[config.mk]
export PLATFORM = sky130hd
export DESIGN_NAME = link_pwr_ctrl
export DESIGN_NICKNAME = d
export VERILOG_FILES = /design/src/rtl/link_pwr_pkg.sv /design/src/rtl/lp_sync.sv /design/src/rtl/lp_ready_flag.sv /design/src/rtl/lp_seq.sv /design/src/rtl/link_pwr_ctrl.sv
export SDC_FILE = /design/constraint.sdc
export NUM_CORES = 1
export LEC_CHECK = 0
export CORE_MARGIN = 2
export CORE_UTILIZATION = 61
export CTS_BUF_LIST = sky130_fd_sc_hd__clkbuf_8
export DETAILED_ROUTE_END_ITERATION = 10
export DONT_BUFFER_PORTS = 1
export GPL_TIMING_DRIVEN = 1
export HOLD_SLACK_MARGIN = 0.1
export PLACE_DENSITY = 0.74
export REMOVE_ABC_BUFFERS = 1
export SLEW_MARGIN = 20
export SYNTH_ARGS = -nofsm -noshare
export SYNTH_HDL_FRONTEND = slang
export SYNTH_SLANG_ARGS = --single-unit
[constraint.sdc]
create_clock -name clk -period 4.1 [get_ports clk]
set_input_delay 0.82 -clock clk [delete_from_list [all_inputs] [get_ports clk]]
set_output_delay 0.82 -clock clk [all_outputs]
set_load 0.03 [all_outputs]
[src/rtl/link_pwr_pkg.sv]
package link_pwr_pkg;

    localparam int LINK_ADDR_W = 7;
    localparam int LINK_DATA_W = 16;
    localparam int PD_FIELD_LSB = 8;

    typedef enum logic [2:0] {
        ST_BOOT,
        ST_RUN,
        ST_DRAIN,
        ST_HALTED,
        ST_WAKE_HI,
        ST_START
    } lnk_state_e;

    typedef struct packed {
        logic                   valid;
        logic [LINK_ADDR_W-1:0] addr;
        logic [LINK_DATA_W-1:0] data;
    } reg_wr_t;

    function automatic int max3(input int a, input int b, input int c);
        int m;
        m = (a > b) ? a : b;
        return (m > c) ? m : c;
    endfunction

endpackage

[src/rtl/lp_sync.sv]
module lp_sync #(
    parameter int STAGES = 2
) (
    input  logic clk,
    input  logic rst_n,
    input  logic d,
    output logic q
);
    logic [STAGES-1:0] pipe;

    always_ff @(posedge clk) begin
        if (!rst_n) pipe <= '0;
        else        pipe <= {pipe[STAGES-2:0], d};
    end

    assign q = pipe[STAGES-1];
endmodule

[src/rtl/lp_ready_flag.sv]
module lp_ready_flag #(
    parameter int SETTLE = 5
) (
    input  logic clk,
    input  logic rst_n,
    input  logic pd,
    output logic ready
);
    localparam int CW = $clog2(SETTLE + 1);
    logic [CW-1:0] cnt;

    always_ff @(posedge clk) begin
        if (!rst_n || pd) begin
            cnt   <= '0;
            ready <= 1'b0;
        end else if (!ready) begin
            if (cnt == CW'(SETTLE - 1)) ready <= 1'b1;
            else                        cnt   <= cnt + 1'b1;
        end
    end
endmodule

[src/rtl/lp_seq.sv]
module lp_seq
    import link_pwr_pkg::*;
#(
    parameter int HALT_DLY  = 8,
    parameter int WAKE_MIN  = 4,
    parameter int START_DLY = 6
) (
    input  logic clk,
    input  logic rst_n,
    input  logic link_pd,
    input  logic sync_s,
    output logic bclk_en,
    output logic link_up,
    output logic warm_clr
);
    localparam int MAXC = max3(HALT_DLY, WAKE_MIN, START_DLY);
    localparam int CW   = $clog2(MAXC + 1);

    lnk_state_e    st;
    logic [CW-1:0] cnt;
    logic          wide_enough;

    assign wide_enough = (cnt >= CW'(WAKE_MIN));
    assign warm_clr    = (st == ST_WAKE_HI) && !sync_s && wide_enough;
    assign bclk_en     = (st == ST_RUN) || (st == ST_DRAIN);
    assign link_up     = (st == ST_RUN);

    always_ff @(posedge clk) begin
        if (!rst_n) begin
            st  <= ST_BOOT;
            cnt <= '0;
        end else begin
            unique case (st)
                ST_BOOT, ST_START: begin
                    if (cnt == CW'(START_DLY - 1)) begin
                        st  <= ST_RUN;
                        cnt <= '0;
                    end else begin
                        cnt <= cnt + 1'b1;
                    end
                end
                ST_RUN: begin
                    if (link_pd) begin
                        st  <= ST_DRAIN;
                        cnt <= '0;
                    end
                end
                ST_DRAIN: begin
                    if (cnt == CW'(HALT_DLY - 1)) begin
                        st  <= ST_HALTED;
                        cnt <= '0;
                    end else begin
                        cnt <= cnt + 1'b1;
                    end
                end
                ST_HALTED: begin
                    if (sync_s) begin
                        st  <= ST_WAKE_HI;
                        cnt <= CW'(1);
                    end
                end
                ST_WAKE_HI: begin
                    if (sync_s) begin
                        if (!wide_enough) cnt <= cnt + 1'b1;
                    end else begin
                        st  <= wide_enough ? ST_START : ST_HALTED;
                        cnt <= '0;
                    end
                end
                default: begin
                    st  <= ST_BOOT;
                    cnt <= '0;
                end
            endcase
        end
    end
endmodule

[src/rtl/link_pwr_ctrl.sv]
module link_pwr_ctrl
    import link_pwr_pkg::*;
#(
    parameter int NUM_SUB     = 4,
    parameter int PD_INDEX    = 'h26,
    parameter int HALT_DLY    = 8,
    parameter int WAKE_MIN    = 4,
    parameter int START_DLY   = 6,
    parameter int SETTLE      = 5,
    parameter int SYNC_STAGES = 2
) (
    input  logic                   clk,
    input  logic                   cold_rst_n,
    input  logic                   wr_en,
    input  logic [LINK_ADDR_W-1:0] wr_addr,
    input  logic [LINK_DATA_W-1:0] wr_data,
    input  logic                   sync_in,
    output logic                   bclk_en,
    output logic                   link_ready,
    output logic [LINK_DATA_W-1:0] rd_data
);
    localparam int PD_W = NUM_SUB + 1;

    reg_wr_t          req;
    logic [PD_W-1:0]  pd_q;
    logic [NUM_SUB-1:0] rdy;
    logic             sync_s;
    logic             warm_clr;
    logic             wr_ok;

    assign req   = '{valid: wr_en, addr: wr_addr, data: wr_data};
    assign wr_ok = req.valid && link_ready && (req.addr == LINK_ADDR_W'(PD_INDEX));

    lp_sync #(.STAGES(SYNC_STAGES)) u_sync (
        .clk   (clk),
        .rst_n (cold_rst_n),
        .d     (sync_in),
        .q     (sync_s)
    );

    lp_seq #(
        .HALT_DLY  (HALT_DLY),
        .WAKE_MIN  (WAKE_MIN),
        .START_DLY (START_DLY)
    ) u_seq (
        .clk      (clk),
        .rst_n    (cold_rst_n),
        .link_pd  (pd_q[NUM_SUB]),
        .sync_s   (sync_s),
        .bclk_en  (bclk_en),
        .link_up  (link_ready),
        .warm_clr (warm_clr)
    );

    always_ff @(posedge clk) begin
        if (!cold_rst_n)   pd_q          <= '0;
        else if (wr_ok)    pd_q          <= req.data[PD_FIELD_LSB +: PD_W];
        else if (warm_clr) pd_q[NUM_SUB] <= 1'b0;
    end

    for (genvar i = 0; i < NUM_SUB; i++) begin : g_rdy
        lp_ready_flag #(.SETTLE(SETTLE)) u_flag (
            .clk   (clk),
            .rst_n (cold_rst_n),
            .pd    (pd_q[i]),
            .ready (rdy[i])
        );
    end

    always_comb begin
        rd_data                          = '0;
        rd_data[NUM_SUB-1:0]             = rdy;
        rd_data[PD_FIELD_LSB +: PD_W]    = pd_q;
    end
endmodule

==> impl_metrics.csv, run 1 <==
group,metric,value,unit
clock_tree,cts_buffers,5,
placed_design,place_hpwl,2.20,mm
clock_tree,cts-resized-gates,0,
routing,vias,1248,
critical_path,cp_max_fo,18,
sta,fin_crit_sh,58.8,%
placed_design,portBuffers,0,
routing,wl_met3,158,um
power_and_ir_drop,pwr-share-clk,30.7,%
clock_tree,numClockSinks,30,
power_and_ir_drop,ir_drop,0.469,mV
routing,drtIter0Drc,49,
sta,worst_pin_slew,0.669,ns
synth,synth_area_per_cell,8.82,um^2
clock_tree,clk_pin_slew,0.06,ns
critical_path,start_kind,"flip-flop",
clock_tree,cts_tree,"done",
routing,wl_per_cell,13.8,um
global_route,grt_max_degree,19,
layout,fin_util,62.9,%
power_and_ir_drop,powerDensity,544,nW/um^2
layout,nets,224,
global_route,grt_antenna_before_repair,0,
floorplan,rows,19,
power_and_ir_drop,leakage,0.702,nW
synth,yosys_warnings,0,
routing,drc,0,
power_and_ir_drop,seq_power_share,44.6,%
sta,fmax,415,MHz
global_route,grt_usage,20.0,%
floorplan,dieArea,3310,um^2
power_and_ir_drop,p_switching,0.000303,W
layout,multi_input_area,920,um^2
power_and_ir_drop,p_sw_share,32.4,%
synth,synth_area_leaders,"dfxtp_1 (34%), buf_4 (7.3%), ha_1 (7.2%)",
global_route,grt-ovfl-total,0,
placed_design,placed_cells,211,
floorplan,dieWidth,57.5,um
floorplan,start_util,63.8,%
routing,ant_nets,0,
synth,syn_inst,198,
floorplan,io_pins,45,
global_route,grt_pass1_vias,1234,
placed_design,routabilityCongestion,0.779,
critical_path,crit_type,"reg2out",
sta,setup_tns,0,ns
clock_tree,cts_setup_buffers,0,
sta,finalHoldViolations,0,
clock_tree,clk_root_buffer_cell,"clkbuf_8",
synth,synth_top_area_share,34.4,%
routing,wl,3.02,mm
floorplan,die_h,57.5,um
clock_tree,clockBufferDepth,2,
sta,fin_crit,2.41,ns
layout,register_area,601,um^2
critical_path,required,3.28,ns
sta,rsz0062_at_grt,"false",
layout,fillers,239,
flow_run,max-cap-violations,0,
routing,m1WireLength,1.35,mm
sta,finalSetupViolCount,0,
clock_tree,clk_latency,0.27,ns
sta,relSlewSlack,55.4,%
clock_tree,htree_levels,2,
routing,dr.max_layer_used,"met4",
floorplan,core_area,2730,um^2
synth,ys.flop_type,"dfxtp_1",
synth,synth_largest_area_cell,"dfxtp_1",
sta,layout_setup_ws,1.69,ns
synth,ys_types,44,
critical_path,crit_path_end_kind,"output pin",
layout,n_antenna_cell,0,
routing,viasPerCell,5.70,
synth,async_reset_ff_share,0,%
layout,area_delta_synth_final,-1.43,%
sta,finalClockSkew,0.00425,ns
synth,ys_seq_area_share,34.4,%
worst_hold_path,hold_path.class,"reg2reg",
sta,slew_viol_final,0,
synth,synth_edf_count,0,
power_and_ir_drop,total_power,0.000936,W
placed_design,place_ws,1.94,ns
global_route,grt_first_pass_wirelength,5.20,mm
synth,syn_area,1750,um^2
routing,met2_length,1.49,mm
synth,synth-seq-cells,30,
outcome,outcome,"completed",
layout,drive_above_1_share,9.04,%
layout,stdcell_count,219,
power_and_ir_drop,power_frac_comb,24.8,%
routing,drtPass1Iterations,4,
power_and_ir_drop,p_int,0.000633,W
critical_path,worstPathArrival,1.59,ns
clock_tree,hold_buffers,0,
-- worst paths after layout --
check,start,to,slack (ns),cells past startpoint
worst max-delay path,u_seq.st[1]$_SDFFE_PN0P_,bclk_en,1.69,2
worst min-delay path,u_sync.pipe[0]$_SDFF_PN0_,u_sync.pipe[1]$_SDFF_PN0_,0.44,1
worst max register to register,u_seq.st[0]$_SDFFE_PN0P_,pd_q[4]$_SDFFE_PN0P_,1.96,4
worst min register to register,u_sync.pipe[0]$_SDFF_PN0_,u_sync.pipe[1]$_SDFF_PN0_,0.44,1
-- registers in the layout, indices dropped and copies added, names as in the netlist --
signal and cells:
g_rdy.u_flag.cnt 12, pd_q 5, g_rdy.u_flag.ready 4, u_seq.cnt 4, u_seq.st 3, u_sync.pipe 2
-- cells in the mapped netlist, types with 4 or more instances --
cell and instances:
dfxtp_1 30, nor2_1 28, buf_4 17, a21oi_1 15, inv_1 14, ha_1 10
nand2_1 8, mux2i_1 5, xnor2_1 5, nand2b_1 4, nor3_1 4, o211ai_1 4
xor2_1 4
-- layout by cell type, fill, tap and decap left out, types with 2 or more instances in the layout --
cell / netlist / final
conb_1: 1 / 7
nand4b_1: 2 / 2
xnor2_1: 5 / 5
a31oi_1: 3 / 3
clkbuf_8: 3 / 5
nor3_1: 4 / 4
and2b_2: 3 / 3
and2_1: 2 / 2
ha_1: 10 / 10
o21ai_0: 3 / 3
a32o_1: 2 / 2
nand3_1: 2 / 2
nor4bb_1: 2 / 2
a21oi_1: 15 / 15
nor2b_1: 2 / 2
mux2i_1: 5 / 5
o22ai_1: 2 / 2
clkinv_2: 0 / 2
nand2b_1: 4 / 4
o211ai_1: 4 / 4
nor2_1: 28 / 28
dfxtp_1: 30 / 30
xor2_1: 4 / 4
nand2_1: 8 / 8
nand3b_1: 3 / 3
inv_1: 14 / 14
-- cells by family (layout without fill, tap and decap cells) --
family	Yosys count	count (layout)	synth area share [%]
DFF	30	30	34.4
adders and majority gates	10	10	7.17
AOI/OAI and AO/OA	37	37	15.3
buffers and inverters	38	22	14.2
muxes	5	5	2.87
and+or+nand+nor	68	68	21.3
xor gates and xnor gates	9	9	4.52
other	1	7	0.215
-- power by group through the flow --
stage	sequential, W	clock, W	combinational [W]
finish	0.000417	0.000287	0.000232
detailed placement	0.000423	0	0.000232
global placement	0.000418	0	0.000210
CTS	0.000417	0.000292	0.000235
global route	0.000426	0.000307	0.000273
floorplan	0.000411	0	0.000194
-- routing by layer --
layer  track usage [%]  vias to the layer above
met5                 0                        -
met3              6.58                        2
met2              34.9                       33
met4              6.64                        0
li1                  -                      626
met1              22.9                      587
-- metrics by stage --
stage               hold WS, ns  area, um^2
detailed placement        0.424        1610
CTS                       0.437        1720
floorplan                 0.412        1570
finish                    0.436        1720
global placement          0.425        1610
global route              0.444        1720
-- critical path, stage by stage (launching register included) --
cell	delay, ns
dfxtp_1	0.75
xnor2_1	0.12
nor2_1	0.45
-- layout make-up --
| cell class | count | share of cell area (%) |
|---|---|---|
| Multi-Input combinational cell | 136 | 53.5 |
| Sequential cell | 30 | 34.9 |
| Clock buffer | 5 | 4.00 |
| Inverter | 14 | 3.05 |
| Clock inverter | 3 | 2.33 |
| Tap cell | 31 | 2.25 |
No activity file was read; power rests on OpenSTA's default activity.
==> run 2: changes to the inputs <==
- clock period: 4.1 -> 2.49 ns (I/O delays scaled with it)
==> impl_metrics.csv, run 2 (synthesis results as in run 1) <==
group,metric,value,unit
outcome,outcome,"completed",
routing,ant_nets,0,
power_and_ir_drop,ir_drop,0.865,mV
layout,drive_above_1_share,9.52,%
sta,worst_pin_slew,0.629,ns
clock_tree,numClockSinks,30,
clock_tree,hold_buffers,0,
critical_path,cp_max_fo,18,
clock_tree,clockBufferDepth,2,
global_route,grt_usage,19.6,%
floorplan,rows,19,
sta,fin_crit,2.06,ns
critical_path,worstPathArrival,1.56,ns
clock_tree,cts_setup_buffers,0,
flow_run,max-cap-violations,0,
layout,register_area,601,um^2
clock_tree,cts-resized-gates,0,
critical_path,crit_path_end_kind,"output pin",
layout,largest_reg_flops,12,
clock_tree,htree_levels,2,
sta,finalClockSkew,0.00690,ns
floorplan,io_pins,45,
routing,drtPass1Iterations,4,
layout,stdcell_count,220,
placed_design,place_hpwl,2.19,mm
layout,multi_input_area,920,um^2
clock_tree,clk_pin_slew,0.07,ns
sta,fin_crit_sh,82.7,%
power_and_ir_drop,leakage,0.721,nW
routing,vias,1275,
clock_tree,cts_buffers,5,
routing,drc,0,
layout,fillers,216,
floorplan,die_h,57.5,um
critical_path,crit_type,"reg2out",
sta,finalSetupViolCount,0,
global_route,grt-ovfl-total,0,
floorplan,start_util,63.8,%
sta,fmax,485,MHz
critical_path,reg2regPathDepth,5,
floorplan,dieWidth,57.5,um
sta,setup_tns,0,ns
placed_design,routabilityCongestion,0.757,
floorplan,core_area,2730,um^2
global_route,grt_pass1_vias,1225,
global_route,grt_antenna_before_repair,0,
critical_path,required,1.99,ns
placed_design,portBuffers,0,
worst_hold_path,min_path_cells,1,
global_route,grt_first_pass_wirelength,5.04,mm
clock_tree,clk_latency,0.28,ns
layout,reg.largest.list,"g_rdy.u_flag.cnt: 12 flops, pd_q: 5 flops",
routing,wl_per_cell,13.6,um
layout,n_antenna_cell,0,
routing,wl,2.99,mm
sta,finalHoldViolations,0,
routing,drtIter0Drc,39,
clock_tree,cts_tree,"done",
layout,nets,225,
placed_design,placed_cells,212,
critical_path,start_kind,"flip-flop",
layout,final_common_cell,"dfxtp_1",
layout,area_delta_synth_final,0.932,%
power_and_ir_drop,powerDensity,952,nW/um^2
layout,mostFrequentLayoutCells,"dfxtp_1 (30), nor2_1 (28), a21oi_1 (15)",
routing,viasPerCell,5.80,
sta,relSlewSlack,58.0,%
sta,slew_viol_final,0,
global_route,grt_max_degree,19,
sta,rsz0062_at_grt,"false",
layout,top_register,"g_rdy.u_flag.cnt",
worst_hold_path,hold_path.class,"in2reg",
floorplan,dieArea,3310,um^2
clock_tree,clk_root_buffer_cell,"clkbuf_8",
[run 2: layer usage]
metal	GRT usage (%)	vias up	part of all wire (%)
li1	-	629	-
met1	22.3	597	44
met2	33.8	43	49
met3	5.90	6	5.8
met4	8.31	0	1.4
met5	0	-	0
[run 2: metrics by stage]
stage	hold WS [ns]	utilization (%)	instance area (um^2)	total power [W]	setup WS, ns
5_1_grt	0.332	64.4	1760	0.00178	0.286
6_report	0.338	64.4	1760	0.00168	0.430
2_1_floorplan	0.412	-	1570	0.000997	0.635
3_3_place_gp	0.424	59.2	1620	0.00104	0.731
3_5_place_dp	0.425	59.2	1620	0.00108	0.689
4_1_cts	0.331	64.4	1760	0.00170	0.416
[run 2: worst max-delay path, cell delays in order, from the launching register on]
cell and delay, ns:
dfxtp_1 0.72, xnor2_1 0.12, nor2_1 0.45
[run 2: layout make-up]
class	count	area share, %
Multi-Input combinational cell	136	52.2
Tap cell	31	2.20
Clock buffer	6	4.69
Clock inverter	2	3.41
Timing Repair Buffer	1	0.426
Inverter	14	2.98
Sequential cell	30	34.1
[run 2: path summary, 6_finish.rpt]
path | slack (ns) | startpoint | to
max | 0.43 | u_seq.st[1]$_SDFFE_PN0P_ | bclk_en
min | 0.34 | cold_rst_n | u_sync.pipe[1]$_SDFF_PN0_
max reg2reg | 0.67 | u_seq.st[0]$_SDFFE_PN0P_ | pd_q[4]$_SDFFE_PN0P_
min reg2reg | 0.43 | u_sync.pipe[0]$_SDFF_PN0_ | u_sync.pipe[1]$_SDFF_PN0_
[run 2: where the power goes]
part | total, W | switching, W | internal (W)
clock network | 0.000607 | 0.000181 | 0.000427
logic | 0.000378 | 0.000207 | 0.000171
registers | 0.000692 | 0.000113 | 0.000579
total | 0.00168 | 0.000501 | 0.00118
